File: src/rtl/xbar_pkg.sv
package xbar_pkg;
  localparam int unsigned MAX_PORTS = 32;

  // Index of the lowest set bit; zero when no bit is set.
  function automatic int unsigned lowest_index(input logic [MAX_PORTS-1:0] v);
    int unsigned idx;
    idx = 0;
    for (int k = MAX_PORTS - 1; k >= 0; k--) begin
      if (v[k]) idx = k;
    end
    return idx;
  endfunction

  // One-hot vector with bit idx set; all zero when idx is out of range.
  function automatic logic [MAX_PORTS-1:0] onehot(input int unsigned idx);
    logic [MAX_PORTS-1:0] r;
    r = '0;
    if (idx < MAX_PORTS) r[idx] = 1'b1;
    return r;
  endfunction
endpackage

File: src/rtl/xbar_decoder.sv
module xbar_decoder #(
  parameter int N  = 4,
  parameter int AW = 2
) (
  input  logic          req,
  input  logic [AW-1:0] addr,
  output logic [N-1:0]  row_sel
);
  import xbar_pkg::*;
  logic [MAX_PORTS-1:0] full;

  always_comb begin
    full    = onehot(int'(addr));
    row_sel = req ? full[N-1:0] : '0;
  end
endmodule

File: src/rtl/xbar_col_arb.sv
module xbar_col_arb #(
  parameter int N  = 4,
  parameter int AW = 2
) (
  input  logic         clk,
  input  logic         rst_n,
  input  logic [N-1:0] want,
  output logic [N-1:0] col_en
);
  import xbar_pkg::*;
  logic          own_v_q;
  logic [AW-1:0] own_q;
  logic          keep;
  int unsigned   winner;
  logic [MAX_PORTS-1:0] want_ext;
  logic [MAX_PORTS-1:0] win_full;

  always_comb begin
    want_ext = '0;
    want_ext[N-1:0] = want;
    keep     = own_v_q && want[own_q];
    winner   = keep ? int'(own_q) : lowest_index(want_ext);
    win_full = onehot(winner);
    col_en   = (|want) ? win_full[N-1:0] : '0;
  end

  always_ff @(posedge clk) begin
    if (!rst_n) begin
      own_v_q <= 1'b0;
      own_q   <= '0;
    end else begin
      own_v_q <= |want;
      own_q   <= AW'(winner);
    end
  end
endmodule

File: src/rtl/xbar_col_path.sv
module xbar_col_path #(
  parameter int N = 4,
  parameter int W = 8
) (
  input  logic [N-1:0]   en,
  input  logic [N*W-1:0] rows,
  output logic [W-1:0]   col_word
);
  logic [N*W-1:0] gated;

  for (genvar i = 0; i < N; i++) begin : g_xp
    assign gated[i*W +: W] = rows[i*W +: W] & {W{en[i]}};
  end

  always_comb begin
    col_word = '0;
    for (int i = 0; i < N; i++) col_word = col_word | gated[i*W +: W];
  end
endmodule

File: src/rtl/xbar_switch.sv
module xbar_switch #(
  parameter int N  = 4,
  parameter int W  = 8,
  parameter int AW = (N > 1) ? $clog2(N) : 1
) (
  input  logic           clk,
  input  logic           rst_n,
  input  logic [N-1:0]   req_i,
  input  logic [N*AW-1:0] tgt_addr_i,
  input  logic [N*W-1:0] wdata_i,
  output logic [N-1:0]   grant_o,
  output logic [N-1:0]   blocked_o,
  output logic [N-1:0]   tvalid_o,
  output logic [N*W-1:0] tdata_o
);
  // Row-major request matrix and crosspoint enables: bit i*N+j is row i, column j.
  logic [N*N-1:0] want_rc;
  logic [N*N-1:0] xp_en;
  logic [N-1:0]   grant_d;
  logic [N-1:0]   colv_d;
  logic [N*W-1:0] col_d;

  for (genvar i = 0; i < N; i++) begin : g_row
    xbar_decoder #(.N(N), .AW(AW)) u_dec (
      .req     (req_i[i]),
      .addr    (tgt_addr_i[i*AW +: AW]),
      .row_sel (want_rc[i*N +: N])
    );
  end

  for (genvar j = 0; j < N; j++) begin : g_col
    logic [N-1:0] want_c;
    logic [N-1:0] en_c;
    for (genvar i = 0; i < N; i++) begin : g_tap
      assign want_c[i]       = want_rc[i*N + j];
      assign xp_en[i*N + j]  = en_c[i];
    end
    xbar_col_arb #(.N(N), .AW(AW)) u_arb (
      .clk    (clk),
      .rst_n  (rst_n),
      .want   (want_c),
      .col_en (en_c)
    );
    xbar_col_path #(.N(N), .W(W)) u_path (
      .en       (en_c),
      .rows     (wdata_i),
      .col_word (col_d[j*W +: W])
    );
    assign colv_d[j] = |en_c;
  end

  for (genvar i = 0; i < N; i++) begin : g_gnt
    assign grant_d[i] = |xp_en[i*N +: N];
  end

  always_ff @(posedge clk) begin
    if (!rst_n) begin
      grant_o   <= '0;
      blocked_o <= '0;
      tvalid_o  <= '0;
      tdata_o   <= '0;
    end else begin
      grant_o   <= grant_d;
      blocked_o <= req_i & ~grant_d;
      tvalid_o  <= colv_d;
      tdata_o   <= col_d;
    end
  end
endmodule

File: config.mk
export PLATFORM = sky130hd
export DESIGN_NAME = xbar_switch
export DESIGN_NICKNAME = d
export VERILOG_FILES = /design/src/rtl/xbar_pkg.sv /design/src/rtl/xbar_decoder.sv /design/src/rtl/xbar_col_arb.sv /design/src/rtl/xbar_col_path.sv /design/src/rtl/xbar_switch.sv
export SDC_FILE = /design/constraint.sdc
export NUM_CORES = 1
export LEC_CHECK = 0
export ABC_AREA = 0
export BUFFER_PORTS_ARGS = -buffer_cell sky130_fd_sc_hd__buf_2
export CORE_MARGIN = 2
export CORE_UTILIZATION = 52
export CTS_CLUSTER_SIZE = 25
export DETAILED_ROUTE_END_ITERATION = 12
export PLACE_DENSITY = 0.8
export SYNTH_ARGS = -nofsm -noshare
export SYNTH_HDL_FRONTEND = slang
export SYNTH_HIERARCHICAL = 1
export SYNTH_SLANG_ARGS = --single-unit
File: constraint.sdc
create_clock -name clk -period 3.1 [get_ports clk]
set_input_delay 0.62 -clock clk [delete_from_list [all_inputs] [get_ports clk]]
set_output_delay 0.62 -clock clk [all_outputs]
set_load 0.02 [all_outputs]
Word-level counts from Yosys, hierarchy flattened

Index checks and enable logic that the tools add are counted.

Register bits: 56
Input bits: 46
Logic and storage cells: 146

Order comparisons: 24
Multiplexer cells: 56
Bitwise operators: 30
Reductions and logical operators: 24

Operators by type and width:

| operator                                                     | count |
|---|---|
| 2-to-1 mux 32 bit                                            | 16 |
| less-than comparator 32 x 6 -> 1 bit (second input constant) | 8 |
| AND 8 bit                                                    | 16 |
| >= comparator 32 x 1 -> 1 bit (second input constant)        | 4 |
| OR 8 bit                                                     | 12 |
| 2-to-1 mux 4 bit                                             | 12 |
| OR reduction 4 bit                                           | 12 |
| less-than comparator 2 x 6 -> 1 bit (second input constant)  | 4 |
| demux 1 bit (select 5 bit)                                   | 4 |
| logical AND 1 bit                                            | 12 |
| less-than comparator 2 x 3 -> 1 bit (second input constant)  | 4 |
| 2-to-1 mux 1 bit                                             | 12 |
| binary-select mux 1 bit (select 2 bit)                       | 4 |
| demux 1 bit (select 2 bit)                                   | 4 |
| >= comparator 2 x 1 -> 1 bit (second input constant)         | 4 |
| 2-to-1 mux 2 bit                                             | 4 |
| AND 4 bit                                                    | 1 |
| inverter 4 bit                                               | 1 |

Longest topological paths before layout

Depth after elaboration: 20
Gate-level depth with buffers: 8
Mapped depth without buffers: 7

Cells and area by module

The synthesis kept the hierarchy.

By module, submodules not included:

| module                            | times used | cells each | area each (um2) | seq. area each (um2) |
|---|---|---|---|---|
| xbar_switch                       | 1          | 96         | 1249.9          | 880.8 |
| xbar_col_arb (g_col[1].u_arb ...) | 3          | 31         | 270.3           | 60.1 |
| xbar_col_path                     | 4          | 28         | 170.2           | 0.0 |
| xbar_col_arb (g_col[0].u_arb)     | 1          | 31         | 274.0           | 60.1 |
| xbar_decoder                      | 4          | 4          | 37.5            | 0.0 |

Least setup slack after synthesis

Ideal clock, no wire load.

Path type: input -> register
From: input port tgt_addr_i[3]
To: register tdata_o[0]
Arrival: 2243 ps
Path slack: 742 ps
Stages on the path: 8
Path buffers: 1
Cell sequence: nor3b_2 > mux2i_1 > o22ai_2 > mux2_1 > buf_2 > a22oi_1 > nand2_1 > and2_1

Cells in the longest elaborated chain, start to end: 19
Elaborated cells between the ends (all ways): 28

Ends and longest elaborated chain:

| element                                                                                                          | line                | source |
|---|---|---|
| start, declared                                                                                                  | xbar_switch.sv:9    | `input logic [N*AW-1:0] tgt_addr_i,` |
| less-than comparator 2 x 6 -> 1 bit (not written as such) / >= comparator 2 x 1 -> 1 bit (equally long branches) | xbar_pkg.sv:18      | `if (idx < MAX_PORTS) r[idx] = 1'b1;` |
| logical AND 1 bit (not written as such)                                                                          | xbar_pkg.sv:18      |  |
| 2-to-1 mux 1 bit (not written as such)                                                                           | xbar_pkg.sv:18      |  |
| demux 1 bit (select 2 bit) (*)                                                                                   | n/a                 |  |
| 2-to-1 mux 4 bit (*)                                                                                             | xbar_decoder.sv:14  | `row_sel = req ? full[N-1:0] : '0;` |
| binary-select mux 1 bit (select 2 bit)                                                                           | xbar_col_arb.sv:21  | `keep = own_v_q && want[own_q];` |
| 2-to-1 mux 1 bit (not written as such)                                                                           | xbar_col_arb.sv:21  |  |
| logical AND 1 bit                                                                                                | xbar_col_arb.sv:21  |  |
| [3 not listed]                                                                                                   | n/a                 |  |
| 2-to-1 mux 1 bit (not written as such)                                                                           | xbar_pkg.sv:18      |  |
| demux 1 bit (select 5 bit)                                                                                       | n/a                 |  |
| 2-to-1 mux 4 bit                                                                                                 | xbar_pkg.sv:18      |  |
| 2-to-1 mux 4 bit (*)                                                                                             | xbar_col_arb.sv:24  | `col_en = (\|want) ? win_full[N-1:0] : '0;` |
| named net g_col[0].en_c[0]                                                                                       | xbar_switch.sv:33   | `logic [N-1:0] en_c;` |
| AND 8 bit (*)                                                                                                    | xbar_col_path.sv:12 | `assign gated[i*W +: W] = rows[i*W +: W] & {W{en[i]}};` |
| OR 8 bit (*) (3 in a row)                                                                                        | xbar_col_path.sv:17 | `for (int i = 0; i < N; i++) col_word = col_word \| gated[i*W +: W];` |
| named net col_d[0]                                                                                               | xbar_switch.sv:21   | `logic [N*W-1:0] col_d;` |
| end signal, assigned                                                                                             | xbar_switch.sv:66   | `tdata_o <= col_d;` |
| end, declared                                                                                                    | xbar_switch.sv:14   | `output logic [N*W-1:0] tdata_o` |

Mark *: on every way through the listed nets, which the timed path passes. The rest lies on a longest branch. The select of a mux whose other input is x is not followed.
A chain may end at the register's enable or synchronous reset.

Worst setup path in the final report

From: input port tgt_addr_i[3]
To: register blocked_o[1]

Cells in the longest elaborated chain, start to end: 18
Elaborated cells between the ends (all ways): 69

Ends and longest elaborated chain:

| element                                                                                                          | line               | source |
|---|---|---|
| less-than comparator 2 x 6 -> 1 bit (not written as such) / >= comparator 2 x 1 -> 1 bit (equally long branches) | xbar_pkg.sv:18     |  |
| logical AND 1 bit (not written as such)                                                                          | xbar_pkg.sv:18     |  |
| 2-to-1 mux 1 bit (not written as such)                                                                           | xbar_pkg.sv:18     |  |
| demux 1 bit (select 2 bit) (*)                                                                                   | n/a                |  |
| 2-to-1 mux 4 bit (*)                                                                                             | xbar_decoder.sv:14 |  |
| named net g_col[0].want_c[1]                                                                                     | xbar_switch.sv:32  | `logic [N-1:0] want_c;` |
| binary-select mux 1 bit (select 2 bit)                                                                           | xbar_col_arb.sv:21 |  |
| 2-to-1 mux 1 bit (not written as such)                                                                           | xbar_col_arb.sv:21 |  |
| [4 not listed]                                                                                                   | n/a                |  |
| 2-to-1 mux 1 bit (not written as such)                                                                           | xbar_pkg.sv:18     |  |
| demux 1 bit (select 5 bit)                                                                                       | n/a                |  |
| 2-to-1 mux 4 bit                                                                                                 | xbar_pkg.sv:18     |  |
| 2-to-1 mux 4 bit (*)                                                                                             | xbar_col_arb.sv:24 |  |
| named net g_col[0].en_c[1]                                                                                       | xbar_switch.sv:33  |  |
| OR reduction 4 bit (*)                                                                                           | xbar_switch.sv:53  | `assign grant_d[i] = \|xp_en[i*N +: N];` |
| inverter 4 bit (*)                                                                                               | xbar_switch.sv:64  | `blocked_o <= req_i & ~grant_d;` |
| AND 4 bit (*)                                                                                                    | xbar_switch.sv:64  |  |
| end signal, assigned                                                                                             | xbar_switch.sv:64  |  |
| end, declared                                                                                                    | xbar_switch.sv:12  | `output logic [N-1:0] blocked_o,` |

Marks and branches as above.

==> qor.yml <==
holdWs_ns: 0.588
clk_pin_slew_ns: 0.09
crit_family: "simple AND/OR/NAND/NOR gates"
numClockSinks: 56
grt_pass1_vias: 2865
io_pins: 90
die_h_um: 82.0
ant_nets: 0
cts_root_buf: "clkbuf_8"
worst_ir_drop_vdd_mv: 0.196
relSlewSlack_pct: 44.4
post_cts_buffers: 0
placedCellCount: 497
die_area_mm2: 0.00673
power_per_cell_area_mw_per_mm2: 411
vias: 3145
drive_gt1_share_pct: 30.7
rows: 28
path_cells: "buf_2 > nor3b_2 > mux2i_1 > o22ai_2 > mux2_1 > nor4_2 > and3_1"
final_cell_mix: "89 x buf_2, 64 x a22oi_1, 56 x dfxtp_1"
hold_viol: 0
grt_max_degree: 61
preCtsSetupSlack_ns: 0.217
setup_violations: 0
drv_slew: 0
tritoncts: "yes"
hold_buffers: 0
gr-total-overflow: 0
port_buffers: 89
yosys-mux-area-fraction_pct: 6.64
routabilityCongestion: 0.890
syn-num-nets: 394
crit_fanout: 10
cp_data_required_time_ns: 3.35
path_class: "in2reg"
drtIter0Drc: 276
ys_ff_latch: 56
cts-htree-levels: 2
start_util_pct: 53.8
rsz0062_at_grt: "false"
synth_cell_types: 32
arrival_ns: 2.86
grt_pass1_wl_um: 13900
worstMarginPinSlew_ns: 0.825
post-route-min-period_ns: 2.61
synthAdderAreaFrac_pct: 0
grt_use_total_pct: 26.4
synth_area_per_cell_um2: 9.10
cts-buffers-inserted: 5
post-route-drc-count: 0
hpwl_um: 6350
period_share_pct: 84.1
timing.fmax_mhz: 384
synth_warnings: 6
maxCapViolCount: 0
synth-compound-area-share_pct: 23.0
yosysSeqAreaShare_pct: 35.4
antenna_found_initial: 0
synth_xor_area_share_pct: 0
hp-class: "reg2reg"
worst_path_max_delay_cell: "mux2_1"
end_kind: "flop"
diodes: 0
layout_commonest_cell: "buf_2"
ctsResizeCount: 0
fin_cells: 505
synth.cell_area_mm2: 0.00317
nets: 475
area_growth_pct: 17.5
fin_skew_ns: 0.00462
setup_tns_ns: 0
syn_inst: 348
drtPass1Iterations: 5
coreArea_mm2: 0.00589
synth_top_family_by_area: "simple AND/OR/NAND/NOR gates"
routedWlPerCell_um: 17.4
fp.dieW_um: 82.0
leakage_nw: 1.69
slowest_delay_ns: 0.55
synthSimpleGateAreaFrac_pct: 29.8
clk_latency_ns: 0.31
clk_path_buf_depth: 2
timing.critical_path.buf_inv: 1
startpoint_type: "input port"
fin_ws_ns: 0.493
status: "completed"
routed_via_density: 6.23
drt_wl_total_um: 8810
## routing by layer
layer	share of wire (%)	vias up	global-route usage (%)	wire, µm
met5	0	-	0	0
li1	-	1457	-	-
met3	8.2	21	3.41	725
met4	2.0	0	9.17	177
met2	48	176	43.9	4220
met1	42	1491	35.1	3680
## cells by family (layout without fill, tap and decap cells)
group,after synthesis,in the layout
buf+inv,29,111
compound gates,92,92
simple gates,151,151
mux,20,20
flops,56,56
## power by group
| group | internal [W] | leakage, nW | switching, W |
|---|---|---|---|
| logic | 0.000139 | 1.18 | 0.000208 |
| registers | 0.000764 | 0.460 | 0.0000226 |
| clock network | 0.000162 | 0.0424 | 0.000235 |
| total | 0.00106 | 1.69 | 0.000466 |
## cell type report
| cell class | instances | area [µm²] |
|---|---|---|
| clock buffers | 7 | 76.3 |
| clock inverters | 1 | 8.76 |
| fillers | 517 | 2170 |
| inverters | 5 | 18.8 |
| multi-input cells | 263 | 1890 |
| flip-flops and latches | 56 | 1120 |
| well taps | 75 | 93.8 |
| repair buffers | 98 | 513 |
## stage by stage
step | utilization (%) | instance area, µm² | total power [W]
detailed placement | 61.8 | 3630 | 0.00114
floorplan | - | 3170 | 0.00101
global route | 63.2 | 3720 | 0.00160
CTS | 63.2 | 3720 | 0.00154
global placement | 61.8 | 3630 | 0.00114
finish | 63.2 | 3720 | 0.00153
## final timing paths
kind                           start                 endpoint  slack (ns)  cells after the start
max                    tgt_addr_i[3]             blocked_o[1]        0.49                      7
max reg2reg  g_col[1].u_arb/own_q[1]              tdata_o[13]        0.80                      7
min reg2reg  g_col[3].u_arb/own_q[1]  g_col[3].u_arb/own_q[1]        0.59                      2
min          g_col[3].u_arb/own_q[1]  g_col[3].u_arb/own_q[1]        0.59                      2
## state kept, by name, summed over array words and instances (netlist names)
name,count
blocked_o,4
g_col.u_arb/own_q,8
g_col.u_arb/own_v_q,4
grant_o,4
tdata_o,32
tvalid_o,4
## tightest hold or removal path: stages (launching register included)
cell	delay (ns)
dfxtp_1	0.39
nand2_1	0.09
mux2i_1	0.06
## cells in the mapped netlist
master	number	area (µm²)
and3_1	4	25.0
nand4b_1	5	43.8
clkbuf_2	8	40.0
nor3b_2	4	50.1
nand4_1	4	25.0
nor4_2	8	100
o41ai_1	1	8.76
mux2i_1	12	120
o211ai_1	4	30.0
and3b_1	8	70.1
and3_2	4	30.0
nand2_1	43	161
o21ai_0	7	35.0
o22ai_2	4	50.1
nor3b_1	4	30.0
o21a_1	4	30.0
nor3_1	4	20.0
nor2_1	8	30.0
or4b_1	3	30.0
inv_1	5	18.8
or2b_1	1	7.51
buf_2	12	60.1
nand2b_1	3	18.8
a22oi_1	64	480
mux2_1	8	90.1
nor2b_1	13	81.3
o41a_2	3	37.5
dfxtp_1	56	1120
o221a_2	4	45.0
and2_1	35	219
o41a_1	1	11.3
buf_6	4	45.0
(Power assumes the default switching activity.)
